`src/rtl/blt_pkg.sv`:
```
// Package: shared defaults for the bus master latency timer.
// Assumes: the register is REG_W bits wide; its low UNIT_LOG2 bits are reserved
// and the count unit is 2**UNIT_LOG2 clocks.
package blt_pkg;
    localparam int unsigned DEF_REG_W     = 8;
    localparam int unsigned DEF_UNIT_LOG2 = 3;
endpackage

```
`src/rtl/lat_cfg_reg.sv`:
```
// Module: lat_cfg_reg
// Holds the writable count field of the configuration register and forms the
// readback with the reserved low bits forced to zero.
// Assumes: writes are single-cycle strobes; reserved write bits are dropped upstream.
module lat_cfg_reg #(
    parameter int unsigned REG_W     = blt_pkg::DEF_REG_W,
    parameter int unsigned UNIT_LOG2 = blt_pkg::DEF_UNIT_LOG2,
    localparam int unsigned FLD_W    = REG_W - UNIT_LOG2
) (
    input  logic             clk,
    input  logic             rst_n,
    input  logic             we_i,
    input  logic [FLD_W-1:0] field_wr_i,
    output logic [FLD_W-1:0] field_o,
    output logic [REG_W-1:0] rdata_o
);
    logic [FLD_W-1:0] field_q;

    // Capture the count field on a write; clear it on reset.
    always_ff @(posedge clk) begin
        if (!rst_n)
            field_q <= '0;
        else if (we_i)
            field_q <= field_wr_i;
    end

    // Readback: count field above reserved zero bits.
    always_comb begin
        rdata_o = {field_q, {UNIT_LOG2{1'b0}}};
    end

    assign field_o = field_q;
endmodule

```
`src/rtl/lat_down_counter.sv`:
```
// Module: lat_down_counter
// Loads field*2**UNIT_LOG2 on a frame start, decrements on active clocks,
// and stops at zero. Reports zero as the expiry flag.
// Assumes: load_i has priority over run_i.
module lat_down_counter #(
    parameter int unsigned REG_W     = blt_pkg::DEF_REG_W,
    parameter int unsigned UNIT_LOG2 = blt_pkg::DEF_UNIT_LOG2,
    localparam int unsigned FLD_W    = REG_W - UNIT_LOG2
) (
    input  logic             clk,
    input  logic             rst_n,
    input  logic             load_i,
    input  logic [FLD_W-1:0] field_i,
    input  logic             run_i,
    output logic             zero_o
);
    logic [REG_W-1:0] cnt_q;
    logic [REG_W-1:0] load_val;

    // Scale the programmed field to clocks.
    always_comb begin
        load_val = {field_i, {UNIT_LOG2{1'b0}}};
    end

    // Reload on frame start, otherwise step down while running until zero.
    always_ff @(posedge clk) begin
        if (!rst_n)
            cnt_q <= '0;
        else if (load_i)
            cnt_q <= load_val;
        else if (run_i && (cnt_q != '0))
            cnt_q <= cnt_q - 1'b1;
    end

    assign zero_o = (cnt_q == '0);
endmodule

```
`src/rtl/lat_term_ctl.sv`:
```
// Module: lat_term_ctl
// Raises the terminate request when the timer has expired and the grant is
// gone, holds it through the rest of the transfer, and clears it on a new
// frame or when the transfer ends.
// Assumes: expired_i comes from a register, so the request follows one clock later.
module lat_term_ctl (
    input  logic clk,
    input  logic rst_n,
    input  logic frame_start_i,
    input  logic gnt_i,
    input  logic active_i,
    input  logic expired_i,
    output logic term_o
);
    logic term_q;

    // Sticky terminate request with clear priority: reset, frame, transfer end.
    always_ff @(posedge clk) begin
        if (!rst_n)
            term_q <= 1'b0;
        else if (frame_start_i || !active_i)
            term_q <= 1'b0;
        else if (expired_i && !gnt_i)
            term_q <= 1'b1;
    end

    assign term_o = term_q;
endmodule

```
`src/rtl/bus_latency_timer.sv`:
```
// Module: bus_latency_timer (top)
// Limits a bus master's burst length. It combines the configuration register,
// the scaled down-counter and the terminate control.
// Assumes: frame_start is a one-clock pulse; gnt and xfer_active are synchronous.
module bus_latency_timer #(
    parameter int unsigned REG_W     = blt_pkg::DEF_REG_W,
    parameter int unsigned UNIT_LOG2 = blt_pkg::DEF_UNIT_LOG2
) (
    input  logic             clk,
    input  logic             rst_n,
    input  logic             cfg_we,
    input  logic [REG_W-1:0] cfg_wdata,
    input  logic             frame_start,
    input  logic             gnt,
    input  logic             xfer_active,
    output logic [REG_W-1:0] cfg_rdata,
    output logic             expired,
    output logic             term_req
);
    localparam int unsigned FLD_W = REG_W - UNIT_LOG2;

    logic [FLD_W-1:0] field;
    logic             unused_rsvd_wr;

    assign unused_rsvd_wr = ^cfg_wdata[UNIT_LOG2-1:0];

    lat_cfg_reg #(.REG_W(REG_W), .UNIT_LOG2(UNIT_LOG2)) cfg_i (
        .clk        (clk),
        .rst_n      (rst_n),
        .we_i       (cfg_we),
        .field_wr_i (cfg_wdata[REG_W-1:UNIT_LOG2]),
        .field_o    (field),
        .rdata_o    (cfg_rdata)
    );

    lat_down_counter #(.REG_W(REG_W), .UNIT_LOG2(UNIT_LOG2)) cnt_i (
        .clk     (clk),
        .rst_n   (rst_n),
        .load_i  (frame_start),
        .field_i (field),
        .run_i   (xfer_active),
        .zero_o  (expired)
    );

    lat_term_ctl term_i (
        .clk           (clk),
        .rst_n         (rst_n),
        .frame_start_i (frame_start),
        .gnt_i         (gnt),
        .active_i      (xfer_active),
        .expired_i     (expired),
        .term_o        (term_req)
    );
endmodule

```
`config.mk`:
```
export PLATFORM = sky130hd
export DESIGN_NAME = bus_latency_timer
export DESIGN_NICKNAME = d
export VERILOG_FILES = /design/src/rtl/blt_pkg.sv /design/src/rtl/lat_cfg_reg.sv /design/src/rtl/lat_down_counter.sv /design/src/rtl/lat_term_ctl.sv /design/src/rtl/bus_latency_timer.sv
export SDC_FILE = /design/constraint.sdc
export NUM_CORES = 1
export LEC_CHECK = 0
export BUFFER_PORTS_ARGS = -buffer_cell sky130_fd_sc_hd__clkbuf_2
export CORE_MARGIN = 10
export CORE_UTILIZATION = 40
export CTS_CLUSTER_SIZE = 40
export DETAILED_ROUTE_END_ITERATION = 10
export PLACE_DENSITY = 0.68
export SYNTH_ARGS = -nofsm -noshare
export SYNTH_HDL_FRONTEND = slang
export SYNTH_SLANG_ARGS = --single-unit
```
`constraint.sdc`:
```
create_clock -name clk -period 1.6 [get_ports clk]
set_input_delay 0.24 -clock clk [delete_from_list [all_inputs] [get_ports clk]]
set_output_delay 0.24 -clock clk [all_outputs]
set_load 0.05 [all_outputs]
```
**Word-level counts from Yosys, hierarchy flattened**

Index checks and enable logic that the tools add are counted.

- $add $sub $neg: 1
- Muxes and demuxes: 2
- Bitwise logic cells: 1
- Reduce and logical (&&, ||, !) cells: 10

Operators by type and width:

| kind | count |
|---|---|
| 8-bit two-way mux | 2 |
| 8-bit zero test | 1 |
| 8-bit nonzero test | 1 |
| 8-bit by 1-bit subtractor with 8-bit output (second input constant) | 1 |
| 2-bit OR reduction | 2 |
| 1-bit logical AND | 2 |
| 1-bit zero test | 2 |
| 2-bit nonzero test | 1 |
| 1-bit logical OR | 1 |
| 1-bit inverter | 1 |

- Flip-flop bits (word level): 14
- Input port bits: 14
- Word-level logic and storage cells: 18

**Logic depth before layout (Yosys ltp)**

- Depth after elaboration: 4
- Mapped depth: 5
- Depth with buffers taken out: 5

**Cells and area by module**

From an unflattened synthesis, not the netlist that was laid out.

- Cell total of the unflattened synthesis: 84
- Area total of the unflattened synthesis: 767.0 um2

Modules (own cells, without submodules):

| module | instances | cells an instance | area each (um2) | seq. area each (um2) |
|---|---|---|---|---|
| lat_down_counter | 1 | 54 | 464.2 | 160.2 |
| lat_cfg_reg | 1 | 25 | 256.5 | 100.1 |
| lat_term_ctl | 1 | 5 | 46.3 | 20.0 |

**Worst setup path after synthesis**

No wires, ideal clock.

- Path type: flip-flop to output port
- Start point: register cnt_i.cnt_q[0]
- End point: output port expired
- Arrival time: 1.750 ns
- Data required time: 1.360 ns
- Path slack: -0.390 ns
- Stages on the path, launching flop included: 5
- Buffers on the path: 0
- Cells stage by stage: dfxtp_1 > inv_1 > ha_1 > or4b_1 > nor2_1

- Word-level cells in the longest chain between the ends: 1

Ends and longest elaborated chain:

| what | line | text |
|---|---|---|
| from (decl) | lat_down_counter.sv:17 | `logic [REG_W-1:0] cnt_q;` |
| from (signal assigned) | lat_down_counter.sv:30 | `cnt_q <= load_val;` |
| from (signal assigned) | lat_down_counter.sv:32 | `cnt_q <= cnt_q - 1'b1;` |
| 8-bit zero test | lat_down_counter.sv:35 | `assign zero_o = (cnt_q == '0);` |
| to (decl) | bus_latency_timer.sv:17 | `output logic expired,` |

Every way passes these cells.

**Final worst setup path**

- Start point: register cnt_i.cnt_q[1]
- End point: output port expired

The elaborated chain is that of the path after synthesis.

==> results.toml <==
[status]
run_status = "complete, but fails checks"
violations = "setup timing"

[final_layout]
net_count_final = 125
proportion_of_layout_cells_with_a_drive_suffix_above_1_pct = 36.1
area_grow_syn2layout_pct = 33.4
antenna-diode-count = 0

[run]
maxCapViolCount = 0

[hold_path]
hold_path_class = "in -> reg"
min-delay-start = "cfg_wdata[7]"

[global_routing]
first_pass_grt_wire_length_mm = 2.81
maximum_number_of_pins_on_one_net_before_global_route_repair = 13
grt.total_usage_pct = 8.57
antenna_found_initial = 0
gr-total-overflow = 0
via_count_of_the_first_global_routing_pass = 647

[routing]
viasPerCell = 5.28
final_antenna_net_count = 0
routed_wl_mm = 1.67
drtIter0Drc = 7
number_of_drc_violations_after_detailed_routing = 0
vias = 702
drt-pass1-iter-count = 4
wirelength_per_cell_um = 12.5

[logic_synthesis]
syn_area_per_cell_um2 = 8.94
synth.yosys.seq_area_share_pct = 38.2
synth_largest_area_cell = "dfxtp_1"
synth_top_cell_area_share_pct = 38.2
netlist_top_cells_count = "dfxtp_1, nor2b_1, mux2i_1"
synth_enable_flop_cells = 0
yosys-top-cells-area = "dfxtp_1, mux2i_1, nor2b_1"
asr_flop_ratio_synth_pct = 0
synth_warnings = 0
mappedNetlistArea_um2 = 733
post_synth_inst_count = 82
synth_seq_cells = 14
ys_dominant_reg_cell = "dfxtp_1"
yosys.cell_types.count = 33
yosys.cell_count.top_type = "dfxtp_1"

[floorplanning]
die_w_um = 62.8
rows = 15
height_of_the_die_um = 62.8
ios = 24
initial_core_util_pct = 42.5
floorplan.die_area_um2 = 3950
coreArea_um2 = 1730

[placed_design]
post-dp-hpwl_mm = 1.31
gp_congestion = 0.794
place_ws_ns = 0.0179
io_buffers = 17

[power]
power_density_nw_per_um2 = 974
cellLeakagePower_nw = 0.442
design_power_total_w = 0.000953
irDropWorstVdd_mv = 0.648

[clocking]
cts-root-to-sink-buffers = 2
cts_root_buffer = "clkbuf_4"
postCtsHoldBufs = 0
cts_tree = "yes"
clock_latency_at_the_later_pin_of_the_worst_skew_pair_ns = 0.28
path_clk_slew_ns = 0.08
clock_sinks = 14
ctsHtreeMaxLevel = 1
cts_buffers = 3

[setup_path]
crit_path_max_fanout = 2
worst_r2r_startpoint = "cnt_i.cnt_q[1]"
worstSetupEndpointType = "primary output"
setup.worst_path.start = "cnt_i.cnt_q[1]"
setup.worst_path.class = "reg -> out"
worst_path_arrival_ns = 1.54
crit_required_ns = 1.36
setup.worst_path.start_class = "flop"

[timing]
timing.final.max_slew_violations = 0
final-hold-violation-count = 0
final.setup.worst_slack_ns = -0.178
timing.fmax_mhz = 562
rsz_0062_raised_after_global_routing = "true"
finalHoldWorstSlack_ns = 0.211
setup-violations-final = 1
finClkSkew_ns = 0.00263
min_period_over_period_pct = 111
final_period_minus_worst_setup_slack_ns = 1.78
-- metrics by stage --
step / cells / utilization, % / area, um^2 / setup TNS, ns
after CTS: 133 / 56.0 / 967 / -0.216
final: 133 / 56.7 / 978 / -0.178
after global routing: 133 / 56.7 / 978 / -0.311
after detailed placement: 126 / 51.7 / 893 / 0
after global placement: 126 / 51.7 / 893 / 0
after floorplan: 84 / - / 752 / 0
-- registers in the layout (all words and copies together) (netlist names) --
| signal | count |
|---|---|
| cfg_i.field_o | 5 |
| cnt_i.cnt_q | 8 |
| term_i.term_o | 1 |
-- logic make-up after synthesis --
| group | count (synthesis) | synth area share (%) |
|---|---|---|
| AOI/OAI and AO/OA | 21 | 20.6 |
| and+or+nand+nor | 28 | 22.2 |
| adders and majority gates | 2 | 3.41 |
| DFF | 14 | 38.2 |
| other | 1 | 0.511 |
| muxes | 6 | 8.19 |
| buffers and inverters | 10 | 6.82 |
-- cell type report --
| cell class | count | area (um^2) |
|---|---|---|
| inverters | 4 | 15.0 |
| flip-flops and latches | 14 | 283 |
| repair buffers | 26 | 168 |
| fillers | 164 | 748 |
| clock buffers | 4 | 36.3 |
| well taps | 25 | 31.3 |
| multi-input cells | 60 | 445 |
-- placed cells by master (no fill, tap or decap), drive strengths merged, types with 3 or more instances in the layout --
cell and count:
nor2b 7, buf 10, conb 3, a31oi 4
clkbuf 20, inv 4, mux2i 6, nor2 4
o21ai 6, dfxtp 14, nand2 4
-- metal layers --
metal  track usage [%]  wire, um  up-vias
met4              4.19        30        0
met3              3.41       103        5
li1                  -         -      355
met2              13.6       813       14
met5                 0         0        -
met1              9.71       719      328
-- final timing paths --
kind	end	slack, ns	cells past startpoint
setup / recovery	expired	-0.18	5
hold / removal	cfg_i.field_o[4]	0.21	3
setup reg to reg	cnt_i.cnt_q[1]	0.05	6
hold reg to reg	cnt_i.cnt_q[3]	0.50	2
-- worst max-delay path: stages (launching register included) --
cell,delay (ns)
dfxtp_2,0.33
inv_2,0.07
ha_4,0.13
or4b_4,0.47
nor2_4,0.12
buf_12,0.14
-- repair_timing --
item                                    CTS  global route
endpoints found under the setup margin    1             3
buffers inserted                          3             0
pin swaps                                 2             3
resized for setup                         6             2
-- where the power goes --
group	switching, W	internal [W]	total, W
logic	0.000171	0.000131	0.000302
registers	0.0000221	0.000372	0.000394
clock network	0.000118	0.000139	0.000256
total	0.000310	0.000642	0.000953
(Power assumes the default switching activity.)
